===== src/rtl/fcu_pkg.sv =====
package fcu_pkg;
  typedef enum logic [1:0] {
    FS_PASS       = 2'd0,
    FS_DROP_PKT   = 2'd1,
    FS_DROP_BURST = 2'd2,
    FS_HALT       = 2'd3
  } fcu_state_e;

  // bit positions inside the policy field
  localparam int POL_WAIT  = 0;
  localparam int POL_PKT   = 1;
  localparam int POL_BURST = 2;
  localparam int POL_W     = 3;

  // trigger slots
  localparam int TRIG_CYC = 0;
  localparam int TRIG_PKT = 1;
  localparam int NUM_TRIG = 2;
endpackage


===== src/rtl/fcu_trig_cnt.sv =====
module fcu_trig_cnt #(
  parameter int CNT_W = 31
) (
  input  logic             clk,
  input  logic             rst_n,
  input  logic             clear_i,
  input  logic             restart_i,
  input  logic             enable_i,
  input  logic [CNT_W-1:0] limit_i,
  input  logic             event_i,
  output logic             hit_o
);
  localparam logic [CNT_W-1:0] ONE = CNT_W'(1);

  logic [CNT_W-1:0] cnt_q, cnt_d;
  logic             active;

  assign active = enable_i && (limit_i != '0);
  assign hit_o  = active && event_i && (cnt_q == limit_i - ONE);

  always_comb begin
    cnt_d = cnt_q;
    if (clear_i || restart_i || !active) begin
      cnt_d = '0;
    end else if (event_i) begin
      cnt_d = cnt_q + ONE;
    end
  end

  always_ff @(posedge clk or negedge rst_n) begin
    if (!rst_n) begin
      cnt_q <= '0;
    end else begin
      cnt_q <= cnt_d;
    end
  end
endmodule


===== src/rtl/fcu_policy_fsm.sv =====
module fcu_policy_fsm
  import fcu_pkg::*;
(
  input  logic             clk,
  input  logic             rst_n,
  input  logic             clear_i,
  input  logic [POL_W-1:0] policy_i,
  input  logic             in_valid,
  input  logic             in_eop,
  input  logic             in_eob,
  input  logic             in_err,
  input  logic             out_ready,
  output logic             in_ready,
  output logic             out_valid
);
  fcu_state_e st_q, st_d;
  logic       beat;
  logic       burst_end;

  assign beat      = in_valid && in_ready;
  assign burst_end = in_eop && in_eob;

  always_comb begin
    out_valid = 1'b0;
    in_ready  = 1'b0;
    unique case (st_q)
      FS_PASS: begin
        out_valid = in_valid && !in_err;
        in_ready  = in_err ? 1'b1 : out_ready;
      end
      FS_DROP_PKT,
      FS_DROP_BURST: in_ready = 1'b1;
      default: ;
    endcase
  end

  always_comb begin
    st_d = st_q;
    unique case (st_q)
      FS_PASS: begin
        if (beat && in_err) begin
          if (policy_i[POL_WAIT] || (policy_i == '0)) begin
            st_d = FS_HALT;
          end else if (policy_i[POL_BURST]) begin
            st_d = burst_end ? FS_PASS : FS_DROP_BURST;
          end else begin
            st_d = in_eop ? FS_PASS : FS_DROP_PKT;
          end
        end
      end
      FS_DROP_PKT:   if (beat && in_eop)    st_d = FS_PASS;
      FS_DROP_BURST: if (beat && burst_end) st_d = FS_PASS;
      default: ;
    endcase
    if (clear_i) begin
      st_d = FS_PASS;
    end
  end

  always_ff @(posedge clk or negedge rst_n) begin
    if (!rst_n) begin
      st_q <= FS_PASS;
    end else begin
      st_q <= st_d;
    end
  end
endmodule


===== src/rtl/fcu_update_gen.sv =====
module fcu_update_gen
  import fcu_pkg::*;
#(
  parameter int CNT_W  = 31,
  parameter int SID_W  = 32,
  parameter int SEQ_W  = 16,
  parameter int CHAN_W = 3
) (
  input  logic              clk,
  input  logic              rst_n,
  input  logic              cfg_clear,
  input  logic [CHAN_W-1:0] cfg_num_chan,
  input  logic [SID_W-1:0]  cfg_sid,
  input  logic [POL_W-1:0]  cfg_policy,
  input  logic [CNT_W:0]    cfg_cyc_per_up,
  input  logic [CNT_W:0]    cfg_pkt_per_up,
  input  logic              in_valid,
  input  logic              in_eop,
  input  logic              in_eob,
  input  logic              in_err,
  output logic              in_ready,
  output logic              out_valid,
  input  logic              out_ready,
  output logic              rpt_req,
  output logic [SID_W-1:0]  rpt_sid,
  output logic [SEQ_W-1:0]  rpt_seq
);
  localparam logic [CHAN_W-1:0] CH_ONE = CHAN_W'(1);

  // ---------------- stream policy ----------------
  fcu_policy_fsm u_pol (
    .clk       (clk),
    .rst_n     (rst_n),
    .clear_i   (cfg_clear),
    .policy_i  (cfg_policy),
    .in_valid  (in_valid),
    .in_eop    (in_eop),
    .in_eob    (in_eob),
    .in_err    (in_err),
    .out_ready (out_ready),
    .in_ready  (in_ready),
    .out_valid (out_valid)
  );

  // ---------------- packet / group tracking ----------------
  logic              fwd_eop, grp_done;
  logic [CHAN_W-1:0] chan_q, chan_d, last_chan;
  logic [SEQ_W-1:0]  seq_q, seq_d;

  assign fwd_eop   = out_valid && out_ready && in_eop;
  assign last_chan = (cfg_num_chan == '0) ? '0 : (cfg_num_chan - CH_ONE);
  assign grp_done  = fwd_eop && (chan_q >= last_chan);

  always_comb begin
    chan_d = chan_q;
    if (cfg_clear)    chan_d = '0;
    else if (fwd_eop) chan_d = grp_done ? '0 : (chan_q + CH_ONE);
    seq_d = cfg_clear ? '0 : (seq_q + SEQ_W'(fwd_eop));
  end

  always_ff @(posedge clk or negedge rst_n) begin
    if (!rst_n) begin
      chan_q <= '0;
      seq_q  <= '0;
    end else begin
      chan_q <= chan_d;
      seq_q  <= seq_d;
    end
  end

  // ---------------- update triggers ----------------
  logic [CNT_W:0]        trig_cfg [NUM_TRIG];
  logic [NUM_TRIG-1:0]   trig_evt;
  logic [NUM_TRIG-1:0]   trig_hit;
  logic                  rpt_fire;

  assign trig_cfg[TRIG_CYC] = cfg_cyc_per_up;
  assign trig_cfg[TRIG_PKT] = cfg_pkt_per_up;
  assign trig_evt[TRIG_CYC] = 1'b1;
  assign trig_evt[TRIG_PKT] = grp_done;
  assign rpt_fire           = |trig_hit;

  for (genvar g = 0; g < NUM_TRIG; g++) begin : g_trig
    fcu_trig_cnt #(.CNT_W(CNT_W)) u_cnt (
      .clk       (clk),
      .rst_n     (rst_n),
      .clear_i   (cfg_clear),
      .restart_i (rpt_fire),
      .enable_i  (trig_cfg[g][CNT_W]),
      .limit_i   (trig_cfg[g][CNT_W-1:0]),
      .event_i   (trig_evt[g]),
      .hit_o     (trig_hit[g])
    );
  end

  // ---------------- report request ----------------
  logic             rpt_load;
  logic [SEQ_W-1:0] rpt_seq_d;
  logic [SID_W-1:0] rpt_sid_d;

  always_comb begin
    rpt_load  = rpt_fire && !cfg_clear;
    rpt_seq_d = rpt_load ? (seq_q + SEQ_W'(fwd_eop)) : rpt_seq;
    rpt_sid_d = rpt_load ? cfg_sid : rpt_sid;
  end

  always_ff @(posedge clk or negedge rst_n) begin
    if (!rst_n) begin
      rpt_req <= 1'b0;
      rpt_seq <= '0;
      rpt_sid <= '0;
    end else begin
      rpt_req <= rpt_load;
      rpt_seq <= rpt_seq_d;
      rpt_sid <= rpt_sid_d;
    end
  end
endmodule


===== config.mk =====
export PLATFORM = sky130hd
export DESIGN_NAME = fcu_update_gen
export DESIGN_NICKNAME = d
export VERILOG_FILES = /design/src/rtl/fcu_pkg.sv /design/src/rtl/fcu_trig_cnt.sv /design/src/rtl/fcu_policy_fsm.sv /design/src/rtl/fcu_update_gen.sv
export SDC_FILE = /design/constraint.sdc
export NUM_CORES = 1
export LEC_CHECK = 0
export ABC_CLOCK_PERIOD_IN_PS = 4940
export CORE_AREA = 2 2 150 152
export CTS_CLUSTER_DIAMETER = 120
export DETAILED_ROUTE_END_ITERATION = 8
export DIE_AREA = 0 0 152 154
export PLACE_DENSITY = 0.68
export SLEW_MARGIN = 20
export SYNTH_ARGS = -nofsm -noshare
export SYNTH_HDL_FRONTEND = slang
export SYNTH_HIERARCHICAL = 1
export SYNTH_SLANG_ARGS = --single-unit

===== constraint.sdc =====
create_clock -name clk -period 4.94 [get_ports clk]
set_input_delay 0.494 -clock clk [delete_from_list [all_inputs] [get_ports clk]]
set_output_delay 0.494 -clock clk [all_outputs]
set_load 0.02 [all_outputs]

# [Yosys cells after proc, flatten, opt, wreduce, memory -nomap -nowiden]
# Index checks and enable logic that the tools add are counted.
[totals] ff_bits=132 out_inout_bits=51 input_bits=110 elab_cells=77
[classes] order_cmp=1 n_mux=20 n_eq_ne=7 add_sub_neg=7 reduce_logical=34
[op_table] cell="$mux 31" n=3
[op_table] cell="$add 31x1->31 const B" n=2
[op_table] cell="$eq 31x31->1" n=2
[op_table] cell="$reduce_bool 31->1" n=2
[op_table] cell="$sub 31x1->31 const B" n=2
[op_table] cell="$add 16x1->16" n=1
[op_table] cell="$mux 16" n=1
[op_table] cell="$logic_and 1x1->1" n=15
[op_table] cell="$mux 2" n=7
[op_table] cell="$mux 3" n=4
[op_table] cell="$ne 3x2->1 const B" n=3
[op_table] cell="$logic_not 3->1" n=2
[op_table] cell="$pmux 2 s3" n=1
[op_table] cell="$logic_not 1->1" n=4
[op_table] cell="$logic_or 1x1->1" n=4
[op_table] cell="$reduce_and 4->1" n=1
[op_table] cell="$reduce_bool 2->1" n=2
[op_table] cell="$reduce_bool 4->1" n=1
[op_table] cell="$reduce_or 2->1" n=2
[op_table] cell="$add 3x1->3 const B" n=1
[op_table] cell="$ge 3x3->1" n=1
[op_table] cell="$mux 1" n=3
[op_table] cell="$sub 3x1->3 const B" n=1
[op_table] cell="$eq 2x1->1 const B" n=1
[op_table] cell="3 further kinds" n=3

# [Depth between registers and ports, before layout]
[logic_depth] ltp_word=12 depth_mapped=20 ltp_nobuf=17

# [By module]
# Netlist, hierarchy kept.
[modules_own_cells] module="fcu_trig_cnt" instances=2 seq_area_each_um2=775.7 area_each_um2=2695.1 cells_per_inst=319
[modules_own_cells] module="fcu_update_gen" instances=1 seq_area_each_um2=1701.6 area_each_um2=2951.6 cells_per_inst=313
[modules_own_cells] module="fcu_policy_fsm" instances=1 seq_area_each_um2=50.0 area_each_um2=246.5 cells_per_inst=29

# [Worst setup path before layout]
# No wires, ideal clock.
[synth_path] kind="input to register" start="in cfg_pkt_per_up[0]" end="reg rpt_seq[0]" path_buffers=2 path_stages=14 arrival_time_ns=3.563 path_slack_ns=1.311 setup_ns=0.065 required_time_ns=4.875 path_cell_list="inv_1 -> ha_1 -> or3b_2 -> or4b_2 -> or3b_2 -> o21ai_0 -> nand4_1 -> a2111oi_2 -> o21bai_1 -> buf_2 -> clkinv_1 -> clkbuf_1 -> nand2_1 -> nand2_1"
[synth_via] elab_chain_len=6
[synth_lines] item="from (decl)" line="fcu_update_gen.sv:16" rtl="input logic [CNT_W:0] cfg_pkt_per_up,"
[synth_lines] item="parallel branches: the longest is 3 deep, another holds $sub 31x1->31"
[synth_lines] item="$logic_and 1x1->1 *" line="fcu_trig_cnt.sv:19" rtl="assign hit_o = active && event_i && (cnt_q == limit_i - ONE);"
[synth_lines] item="net trig_hit[1]" line="fcu_update_gen.sv:74" rtl="logic [NUM_TRIG-1:0] trig_hit;"
[synth_lines] item="$reduce_or 2->1 *" line="fcu_update_gen.sv:81" rtl="assign rpt_fire = |trig_hit;"
[synth_lines] item="$logic_and 1x1->1 *" line="fcu_update_gen.sv:102" rtl="rpt_load = rpt_fire && !cfg_clear;"
[synth_lines] item="to (signal assigned)" line="fcu_update_gen.sv:114" rtl="rpt_seq <= rpt_seq_d;"
[synth_lines] item="to (decl)" line="fcu_update_gen.sv:26" rtl="output logic [SEQ_W-1:0] rpt_seq"
# Mark *: on every way through the listed nets, which the timed path passes.
# A chain may end at the register's enable or synchronous reset.

# [Worst setup path in the final report]
[layout_path] start="in cfg_cyc_per_up[16]" end="reg rpt_sid[8]"
[layout_via] elab_chain_len=5
[layout_lines] item="from (decl)" line="fcu_update_gen.sv:15" rtl="input logic [CNT_W:0] cfg_cyc_per_up,"
[layout_lines] item="$sub 31x1->31 / $reduce_bool 31->1 (equally long branches)" line="fcu_trig_cnt.sv:19, fcu_trig_cnt.sv:18"
[layout_lines] item="$eq 31x31->1 / $logic_and 1x1->1 (equally long branches)" line="fcu_trig_cnt.sv:19, fcu_trig_cnt.sv:18"
[layout_lines] item="$logic_and 1x1->1 *" line="fcu_trig_cnt.sv:19"
[layout_lines] item="net trig_hit[0]" line="fcu_update_gen.sv:74"
[layout_lines] item="$reduce_or 2->1 *" line="fcu_update_gen.sv:81"
[layout_lines] item="$logic_and 1x1->1 *" line="fcu_update_gen.sv:102"
[layout_lines] item="to (signal assigned)" line="fcu_update_gen.sv:115" rtl="rpt_sid <= rpt_sid_d;"
[layout_lines] item="to (decl)" line="fcu_update_gen.sv:25" rtl="output logic [SID_W-1:0] rpt_sid,"
# Mark *: on every way through the listed nets, which the timed path passes. The rest lies on a longest branch.

==> impl_metrics.csv <==
group,metric,value,unit
synth,syn-num-nets,1108,
clock_network,cts.sinks,132,
timing,slew_violations,0,
floorplanning,die_width,152,um
synth,synthTopCellsByCount,"nand2_1, dfrtp_1, nor2_1",
synth,yosysMostFrequentCell,"nand2_1",
synth,ys_warn_count,6,
synth,ys.flop_type,"dfrtp_1",
detailed_routing,dr_total_vias,7478,
finish,num_antenna_cells,0,
run_status,status,"finished, final reports clean",
floorplanning,fp-row-count,54,
place,postPlaceCellArea,10500,um2
floorplanning,die-area,23400,um2
grt,grt_pass1_wl,36400,um
synth,syn-instance-count,980,
timing,worst_slew_pin_slew,0.811,ns
critical_path,slowest_stage,"or4_1",
clock_network,clk_latency,0.42,ns
detailed_routing,routed_wl,22000,um
critical_path,cp-end-kind,"flip-flop",
finish,nets,1261,
timing,rsz0062_at_grt,"false",
critical_path,cpMostUsedCell,"nand2_1",
detailed_routing,ant_nets,0,
detailed_routing,wl_per_cell,15.4,um
synth,synth_cell_types,74,
critical_path,arrival,4.58,ns
timing,fin_skew,0.0128,ns
grt,grt_use_total,18.7,%
clock_network,clkTransAtPathRegs,0.06,ns
grt,grt-ovfl-total,0,
timing,setup_violations,0,
synth,async_reset_ff_share,100,%
clock_network,clockBufferDepth,2,
place,hpwlAfterDp,16200,um
synth,synth_area,8590,um2
critical_path,critPathMaxStageDelay,0.70,ns
detailed_routing,dr.pass1.iters,5,
place,finalWeightedCongestion,0.853,
floorplanning,start_util,39.6,%
grt,grt_pass1_vias,7167,
critical_path,critical_path_class,"input pin to flip-flop",
grt,antenna_found_initial,0,
finish,stdcell_area,11100,um2
critical_path,cp_cell_sequence,"clkdlybuf4s50_1 > or4_1 > or4_4 > a2111oi_0 > a2bb2oi_1 > o211ai_1 > a2111oi_2 > buf_4 > o21bai_4 > clkinv_1 > buf_12 > nand2_1 > nand2_1",
hold_path,hold_path.class,"input pin to async pin",
synth,synthTopCellsByArea,"dfrtp_1, xor2_1, nand2_1, xnor2_1, nor2_1",
timing,hold_ws,0.133,ns
clock_network,post_cts_buffers,0,
timing,period_share,85.6,%
run,drv_cap,0,
critical_path,ff2ff_path_depth,16,
floorplanning,core,21700,um2
synth,synth_top_cell_by_area,"dfrtp_1",
clock_network,root_buffer,"clkbuf_16",
detailed_routing,drc_errors,0,
synth,syn_area_per_cell,8.76,um2
floorplanning,die_h,154,um
place,io_buffers,160,
clock_network,h-tree-depth,4,
clock_network,cts_tree,"done",
power,ir_drop,0.229,mV
critical_path,start_kind,"input pin",
finish,area_growth,29.2,%
clock_network,cts_resized,0,
detailed_routing,vias_per_cell,5.24,
synth,ys_ff_latch,132,
clock_network,cts_buffers,17,
timing,fin_setup_tns,0,ns
grt,grt_max_degree,90,
timing,post-route-min-period,4.23,ns
synth,yosysTopAreaCellShare,38.5,%
power,p_leak,0.00448,uW
power,powerDensity,243,nW/um2
timing,max-slew-margin-rel,45.5,%
synth,seq_area_frac_synth,38.5,%
synth,synth-edff-count,0,
finish,drive_above_1_share,7.68,%
critical_path,cp.required,5.29,ns
detailed_routing,drtIter0Drc,430,
clock_network,ctsHoldBuffers,0,
timing,hold_violations,0,
critical_path,crit_fanout,35,
floorplanning,ios,161,
timing,clock.fmax,0.236,GHz
worst max-delay path: cells and delay by family:
family,cells,cell delay (ns)
and+or+nand+nor,4,1.46
buffers and inverters,4,1.08
AOI/OAI and AO/OA,5,1.51
flip-flops by register name (all words and copies together) (netlist names):
register / cells
g_trig.u_cnt/cnt_q: 62
rpt_sid: 32
rpt_seq: 16
seq_q: 16
chan_q: 3
u_pol/st_q: 2
rpt_req: 1
routing by layer:
layer / share of wire, % / up-vias / wire length, um / track usage (%)
met2: 47 / 174 / 10300 / 30.5
met3: 4.3 / 16 / 934 / 3.86
met4: 0.99 / 0 / 218 / 4.14
met5: 0 / - / 0 / 0
li1: - / 3746 / - / -
met1: 48 / 3542 / 10600 / 25.8
area by class of cell:
class	instances	area [um2]
multi-input cells	784	5030
inverters	26	97.6
flip-flops and latches	132	3300
fillers	2008	10600
repair buffers	172	1740
well taps	280	350
clock inverters	15	141
clock buffers	17	425
layout by cell type (no fill, tap or decap), types with 5 or more instances in the layout:
master and count:
and4_1 8, nor2_1 118, xor2_1 76, o2111ai_1 6
and3_1 6, nand2_1 155, and2_1 7, ha_1 18
o21ai_1 5, o31ai_1 6, or3_1 12, xnor2_1 57
nor3_1 24, nor4_1 27, nor2b_1 10, o211ai_1 8
or4_4 8, a211oi_1 5, o21ai_0 26, or2_2 6
mux2i_1 7, buf_4 8, clkbuf_16 17, inv_6 5
or4_1 10, clkdlybuf4s50_1 159, nand2b_1 13, a21oi_1 11
nand3_1 42, nor4b_1 6, inv_1 25, dfrtp_1 132
nand4_1 26
per-stage QoR:
stage | std cells | worst slack [ns] | total power (uW) | util (%)
2_1_floorplan | 980 | 1.31 | 1320 | -
3_3_place_gp | 1394 | 0.357 | 1520 | 48.5
3_5_place_dp | 1394 | 0.328 | 1520 | 48.5
4_1_cts | 1426 | 0.747 | 2740 | 51.1
5_1_grt | 1426 | 0.595 | 2820 | 51.1
6_report | 1426 | 0.709 | 2690 | 51.1
final timing paths:
check | startpoint | end | slack, ns
worst max-delay path | cfg_cyc_per_up[16] | rpt_sid[8] | 0.71
worst min-delay path | rst_n | u_pol/st_q[1] | 0.13
worst max register to register | u_pol/st_q[0] | rpt_sid[8] | 1.32
worst min register to register | rpt_sid[18] | rpt_sid[18] | 0.47
max in group asynchronous | rst_n | g_trig[0].u_cnt/cnt_q[2] | 3.72
min in group clk | rpt_sid[18] | rpt_sid[18] | 0.47
cell families (layout without fill, tap and decap cells):
| group | after synthesis | count (layout) | synth area share (%) |
|---|---|---|---|
| AOI/OAI and AO/OA | 110 | 110 | 9.21 |
| xor gates and xnor gates | 137 | 137 | 14.6 |
| adders and majority gates | 18 | 18 | 2.62 |
| buffers and inverters | 64 | 230 | 3.09 |
| DFF | 132 | 132 | 38.5 |
| muxes | 7 | 7 | 0.816 |
| other | 1 | 1 | 0.0437 |
| and+or+nand+nor | 511 | 511 | 31.1 |
power breakdown:
part,switching (uW),internal [uW]
clock network,531,666
logic,204,194
registers,9.36,1090
total,744,1950
Note: power is estimated with default switching activity, not from simulation.
